### config.mk
export PLATFORM = sky130hd
export DESIGN_NAME = spi_clk_divider
export DESIGN_NICKNAME = d
export VERILOG_FILES = /design/src/rtl/spi_div_pkg.sv /design/src/rtl/spi_div_cfg.sv /design/src/rtl/spi_div_count.sv /design/src/rtl/spi_div_edges.sv /design/src/rtl/spi_clk_divider.sv
export SDC_FILE = /design/constraint.sdc
export NUM_CORES = 1
export LEC_CHECK = 0
export BUFFER_PORTS_ARGS = -buffer_cell sky130_fd_sc_hd__buf_2
export CAP_MARGIN = 30
export CORE_ASPECT_RATIO = 1.25
export CORE_MARGIN = 10
export CORE_UTILIZATION = 50
export CTS_BUF_LIST = sky130_fd_sc_hd__clkbuf_8
export CTS_CLUSTER_DIAMETER = 60
export DETAILED_ROUTE_END_ITERATION = 10
export PLACE_DENSITY = 0.7
export SETUP_SLACK_MARGIN = 0.02
export SYNTH_ARGS = -nofsm -noshare
export SYNTH_HDL_FRONTEND = slang
export SYNTH_SLANG_ARGS = --single-unit
### constraint.sdc
create_clock -name clk -period 3.08 [get_ports clk]
set_input_delay 0.308 -clock clk [delete_from_list [all_inputs] [get_ports clk]]
set_output_delay 0.308 -clock clk [all_outputs]
set_load 0.02 [all_outputs]
### src/rtl/spi_div_pkg.sv
package spi_div_pkg;

  typedef enum logic {
    LAW_POW2   = 1'b0,
    LAW_LINEAR = 1'b1
  } div_law_e;

  typedef struct packed {
    logic lead;
    logic trail;
  } edge_stb_t;

endpackage

### src/rtl/spi_div_cfg.sv
module spi_div_cfg
  import spi_div_pkg::*;
#(
  parameter int LIN_W = 8,
  parameter int EXP_W = 4,
  parameter int CNT_W = 16
) (
  input  logic                         clk,
  input  logic                         rst,
  input  logic                         load_i,
  input  logic [LIN_W+EXP_W:0]         cfg_i,
  input  logic                         idle_pol_i,
  output logic [CNT_W-1:0]             term_o,
  output logic                         pol_o
);

  localparam int MODE_BIT = LIN_W + EXP_W;

  logic [LIN_W-1:0] lin_div;
  logic [EXP_W-1:0] exp_div;
  div_law_e         law;
  logic [CNT_W-1:0] term_next;

  // terminal count = half-period length minus one
  always_comb begin
    lin_div = cfg_i[LIN_W-1:0];
    exp_div = cfg_i[LIN_W +: EXP_W];
    law     = div_law_e'(cfg_i[MODE_BIT]);
    if (law == LAW_LINEAR) begin
      term_next = CNT_W'(lin_div);
    end else begin
      term_next = (CNT_W'(1) << exp_div) - CNT_W'(1);
    end
  end

  always_ff @(posedge clk) begin
    if (rst) begin
      term_o <= '0;
      pol_o  <= 1'b0;
    end else if (load_i) begin
      term_o <= term_next;
      pol_o  <= idle_pol_i;
    end
  end

  AST_LOAD_CAPTURE: assert property (@(posedge clk) disable iff (rst)
    load_i |=> (pol_o == $past(idle_pol_i)));

endmodule

### src/rtl/spi_div_count.sv
module spi_div_count #(
  parameter int CNT_W = 16
) (
  input  logic             clk,
  input  logic             rst,
  input  logic             active_i,
  input  logic [CNT_W-1:0] term_i,
  output logic             wrap_o
);

  logic [CNT_W-1:0] cnt_q;

  assign wrap_o = active_i && (cnt_q == term_i);

  always_ff @(posedge clk) begin
    if (rst || !active_i || wrap_o) begin
      cnt_q <= '0;
    end else begin
      cnt_q <= cnt_q + CNT_W'(1);
    end
  end

  AST_CNT_BOUND: assert property (@(posedge clk) disable iff (rst)
    active_i |-> (cnt_q <= term_i));

  AST_CNT_IDLE_CLEAR: assert property (@(posedge clk) disable iff (rst)
    !active_i |=> (cnt_q == '0));

endmodule

### src/rtl/spi_div_edges.sv
module spi_div_edges
  import spi_div_pkg::*;
(
  input  logic clk,
  input  logic rst,
  input  logic active_i,
  input  logic wrap_i,
  input  logic pol_i,
  input  logic idle_pol_i,
  output logic sclk_o,
  output logic lead_o,
  output logic trail_o
);

  edge_stb_t stb_q;

  always_ff @(posedge clk) begin
    if (rst) begin
      sclk_o <= 1'b0;
      stb_q  <= '0;
    end else if (!active_i) begin
      sclk_o <= idle_pol_i;
      stb_q  <= '0;
    end else if (wrap_i) begin
      sclk_o      <= ~sclk_o;
      stb_q.lead  <= (sclk_o == pol_i);
      stb_q.trail <= (sclk_o != pol_i);
    end else begin
      stb_q <= '0;
    end
  end

  assign lead_o  = stb_q.lead;
  assign trail_o = stb_q.trail;

  AST_STB_EXCL: assert property (@(posedge clk) disable iff (rst)
    !(lead_o && trail_o));

  AST_IDLE_FOLLOW: assert property (@(posedge clk) disable iff (rst)
    !active_i |=> (sclk_o == $past(idle_pol_i)) && !lead_o && !trail_o);

  AST_STB_ON_CHANGE: assert property (@(posedge clk) disable iff (rst)
    (lead_o || trail_o) |-> (sclk_o != $past(sclk_o)));

  AST_LEAD_SPACING: assert property (@(posedge clk) disable iff (rst)
    lead_o |=> !lead_o);

endmodule

### src/rtl/spi_clk_divider.sv
module spi_clk_divider
  import spi_div_pkg::*;
#(
  parameter int LIN_W = 8,
  parameter int EXP_W = 4
) (
  input  logic                 clk,
  input  logic                 rst,
  input  logic                 run_i,
  input  logic [LIN_W+EXP_W:0] cfg_i,
  input  logic                 idle_pol_i,
  output logic                 sclk_o,
  output logic                 lead_o,
  output logic                 trail_o
);

  localparam int POW_W = (1 << EXP_W);
  localparam int LIN_C = LIN_W + 1;
  localparam int CNT_W = (POW_W > LIN_C) ? POW_W : LIN_C;

  logic             active_q;
  logic             start;
  logic             active;
  logic [CNT_W-1:0] term;
  logic             pol;
  logic             wrap;

  always_ff @(posedge clk) begin
    if (rst) active_q <= 1'b0;
    else     active_q <= run_i;
  end

  assign start  = run_i && !active_q;
  assign active = run_i && active_q;

  spi_div_cfg #(.LIN_W(LIN_W), .EXP_W(EXP_W), .CNT_W(CNT_W)) u_cfg (
    .clk        (clk),
    .rst        (rst),
    .load_i     (start),
    .cfg_i      (cfg_i),
    .idle_pol_i (idle_pol_i),
    .term_o     (term),
    .pol_o      (pol)
  );

  spi_div_count #(.CNT_W(CNT_W)) u_count (
    .clk      (clk),
    .rst      (rst),
    .active_i (active),
    .term_i   (term),
    .wrap_o   (wrap)
  );

  spi_div_edges u_edges (
    .clk        (clk),
    .rst        (rst),
    .active_i   (active),
    .wrap_i     (wrap),
    .pol_i      (pol),
    .idle_pol_i (idle_pol_i),
    .sclk_o     (sclk_o),
    .lead_o     (lead_o),
    .trail_o    (trail_o)
  );

  AST_CFG_HOLD: assert property (@(posedge clk) disable iff (rst)
    (run_i && active_q) |=> ($stable(term) && $stable(pol)));

  AST_STB_NEEDS_RUN: assert property (@(posedge clk) disable iff (rst)
    (lead_o || trail_o) |-> $past(run_i));

endmodule

==> out/results.tsv <==
stage	metric	value	unit
run_status	status	completed	
power_and_ir_drop	leakagePower	0.000675	uW
logic_synthesis	synth_nets	235	
placement	io_buffers	19	
detailed_routing	wl	3610	um
detailed_routing	vias	1445	
worst_setup_path	worstPathMaxFanout	16	
sta	slew_viol_final	0	
logic_synthesis	synth_largest_area_cell	dfxtp_1	
finish	layout.cells.non_filler	268	
floorplan	io_pins	20	
cts	ctsResizeCount	0	
logic_synthesis	yosysSeqAreaShare	39.8	%
cts	cts_setup_buffers	0	
worst_hold_path	hold_class	in -> reg	
flow_run	drv_cap	0	
cts	cts-root-buf	clkbuf_8	
floorplan	row_count	24	
global_route	antenna_found_initial	0	
finish	diodes	0	
logic_synthesis	synth_ff_type	dfxtp_1	
worst_setup_path	path_class	reg -> reg	
detailed_routing	via_per_inst	5.39	
cts	cts_buffers	5	
logic_synthesis	yosysMostFrequentCell	dfxtp_1	
floorplan	die_w	74.6	um
power_and_ir_drop	pwr-share-clk	37.8	%
cts	clock-sinks	37	
detailed_routing	drcViolationCount	0	
cts	insertion_delay	0.29	ns
power_and_ir_drop	netSwitchingFraction	24.5	%
finish	design_area	0.00203	sq mm
detailed_routing	drt_iter0_drc	83	
cts	cts_max_level	2	
power_and_ir_drop	p_int	739	uW
placement	place_congestion	0.784	
sta	timing.fmax	531	MHz
worst_setup_path	critical_path.startpoint_type	flop	
power_and_ir_drop	p_seq_share	51.3	%
floorplan	fp.dieArea	0.00658	sq mm
placement	hpwl	2720	um
cts	cts_tree	built	
detailed_routing	avgRoutedWirePerCell	13.5	um
worst_setup_path	r2r_start	u_count.cnt_q[3]	
logic_synthesis	synth-edff-count	0	
logic_synthesis	yosysTopAreaCellShare	39.8	%
logic_synthesis	synthCells	216	
worst_setup_path	cp_data_required_time	3.24	ns
cts	postCtsHoldBufs	0	
sta	max-slew-margin-rel	39.1	%
cts	clkTransAtPathRegs	0.07	ns
logic_synthesis	synth_area_leaders	dfxtp_1, xnor2_1, nor2_1, nand2_1, a21oi_1	
logic_synthesis	synth.distinct_cells	39	
finish	fin_nets	247	
floorplan	initial_core_util	52.5	%
sta	period_share	61.1	%
detailed_routing	postRouteAntennaNets	0	
sta	fin_skew	0.00493	ns
power_and_ir_drop	p_per_area	483	mW/mm^2
worst_hold_path	worstHoldStart	idle_pol_i	
finish	syn2layout_area_growth	8.88	%
logic_synthesis	synth_commonest_cells	dfxtp_1, nor2_1, xnor2_1, nand2_1, a21oi_1	
finish	drive_gt1_share	14.8	%
logic_synthesis	synth_area	0.00186	sq mm
worst_setup_path	cp.arrival	2.05	ns
placement	dp.cells	260	
sta	fin_crit	1.88	ns
floorplan	die_h	88.2	um
power_and_ir_drop	vdd_ir_drop_max	0.000349	V
cts	cts_max_path_buffers	2	
logic_synthesis	postSynthAreaPerCell	8.61	sq um
global_route	grt_pass1_wl	6400	um
worst_setup_path	crit_start	u_count.cnt_q[3]	
placement	place_area	0.00192	sq mm
sta	tightestPinTransition	0.912	ns
worst_setup_path	rrSetupSlack	1.20	ns
sta	setup_tns	0	ns
global_route	grt_max_degree	22	
logic_synthesis	async_reset_ff_share	0	%
global_route	grt_pass1_vias	1372	
worst_setup_path	end_kind	flop	
sta	rsz0062_at_grt	false	
sta	hold_viol	0	
logic_synthesis	ys_seq_elements	37	
power_and_ir_drop	pwr-share-comb	10.9	%
logic_synthesis	ys_warn_count	0	
global_route	grtUsageTotal	12.4	%
detailed_routing	drt-pass1-iter-count	4	
global_route	grt-ovfl-total	0	
floorplan	core-area	0.00354	sq mm
power_and_ir_drop	p_switching	240	uW
sta	finalSetupViolCount	0	
==> through the flow <==
step           util (%)  hold slack [ns]  total power (uW)  setup WS, ns
2_1_floorplan         -            0.388               594          1.30
3_3_place_gp       54.3            0.452               620          1.07
3_5_place_dp       54.3            0.460               621          1.02
4_1_cts            57.2            0.256               988          1.17
5_1_grt            57.2            0.268              1030          1.00
6_report           57.2            0.261               979          1.20
==> critical path: stages, from the launching register on <==
cell	delay, ns
dfxtp_1	0.47
xnor2_2	0.15
nand4_2	0.12
nor4_4	0.37
or3_1	0.53
nor2_1	0.12
==> flip-flops by register name (all words and copies together) (netlist names) <==
| name | flops |
|---|---|
| u_count.cnt_q | 16 |
| u_cfg.term_o | 16 |
| u_cfg.pol_o | 1 |
| u_edges.trail_o | 1 |
| u_edges.lead_o | 1 |
| u_edges.sclk_o | 1 |
| active_q | 1 |
==> worst paths after layout <==
check | endpoint | cells past startpoint
max | u_count.cnt_q[7] | 5
min | u_cfg.pol_o | 3
max reg2reg | u_count.cnt_q[7] | 5
min reg2reg | u_cfg.term_o[5] | 2
==> cell type report <==
type                            count  area, sq um
Timing Repair Buffer               19         95.1
Inverter                            2         7.51
Tap cell                           39         48.8
Sequential cell                    37          741
Clock inverter                      1         5.00
Multi-Input combinational cell    163         1030
Fill cell                         343         1520
Clock buffer                        7         96.3
==> kinds of logic (layout without fill, tap and decap cells) <==
kind of cell,after synthesis,after routing,share of synthesized area (%)
flip-flops,37,37,39.8
AND/OR/NAND/NOR,92,92,26.0
AO/OA/AOI/OAI,35,35,11.8
adder cells (fa/ha/maj),2,2,1.34
XOR/XNOR,34,34,16.4
buffers and inverters,16,29,4.71
==> routing by layer <==
layer	track usage (%)	share of wire, %
met1	14.8	48
met2	19.5	47
met3	3.06	2.5
met4	7.76	3.2
met5	0	0
==> layout by cell type (no fill, tap or decap), types with 2 or more instances in the layout <==
master	n
a211oi_1	2
a21oi_1	17
a22oi_1	2
and4_1	3
buf_2	19
clkbuf_8	7
dfxtp_1	37
ha_1	2
inv_1	2
nand2_1	24
nand2b_1	6
nand3_1	8
nand4_1	4
nand4_2	2
nor2_1	25
nor2_2	3
nor2b_1	3
nor3_1	5
nor4b_1	2
o21ai_0	4
o311ai_0	4
xnor2_1	25
xor2_1	8
==> power by group through the flow <==
stage	sequential [uW]	combinational, uW	clock, uW
finish	503	106	370
global route	504	120	402
CTS	503	108	377
detailed placement	514	107	0
global placement	513	106	0
floorplan	512	82.1	0
Power figures use the tool's default switching activity.
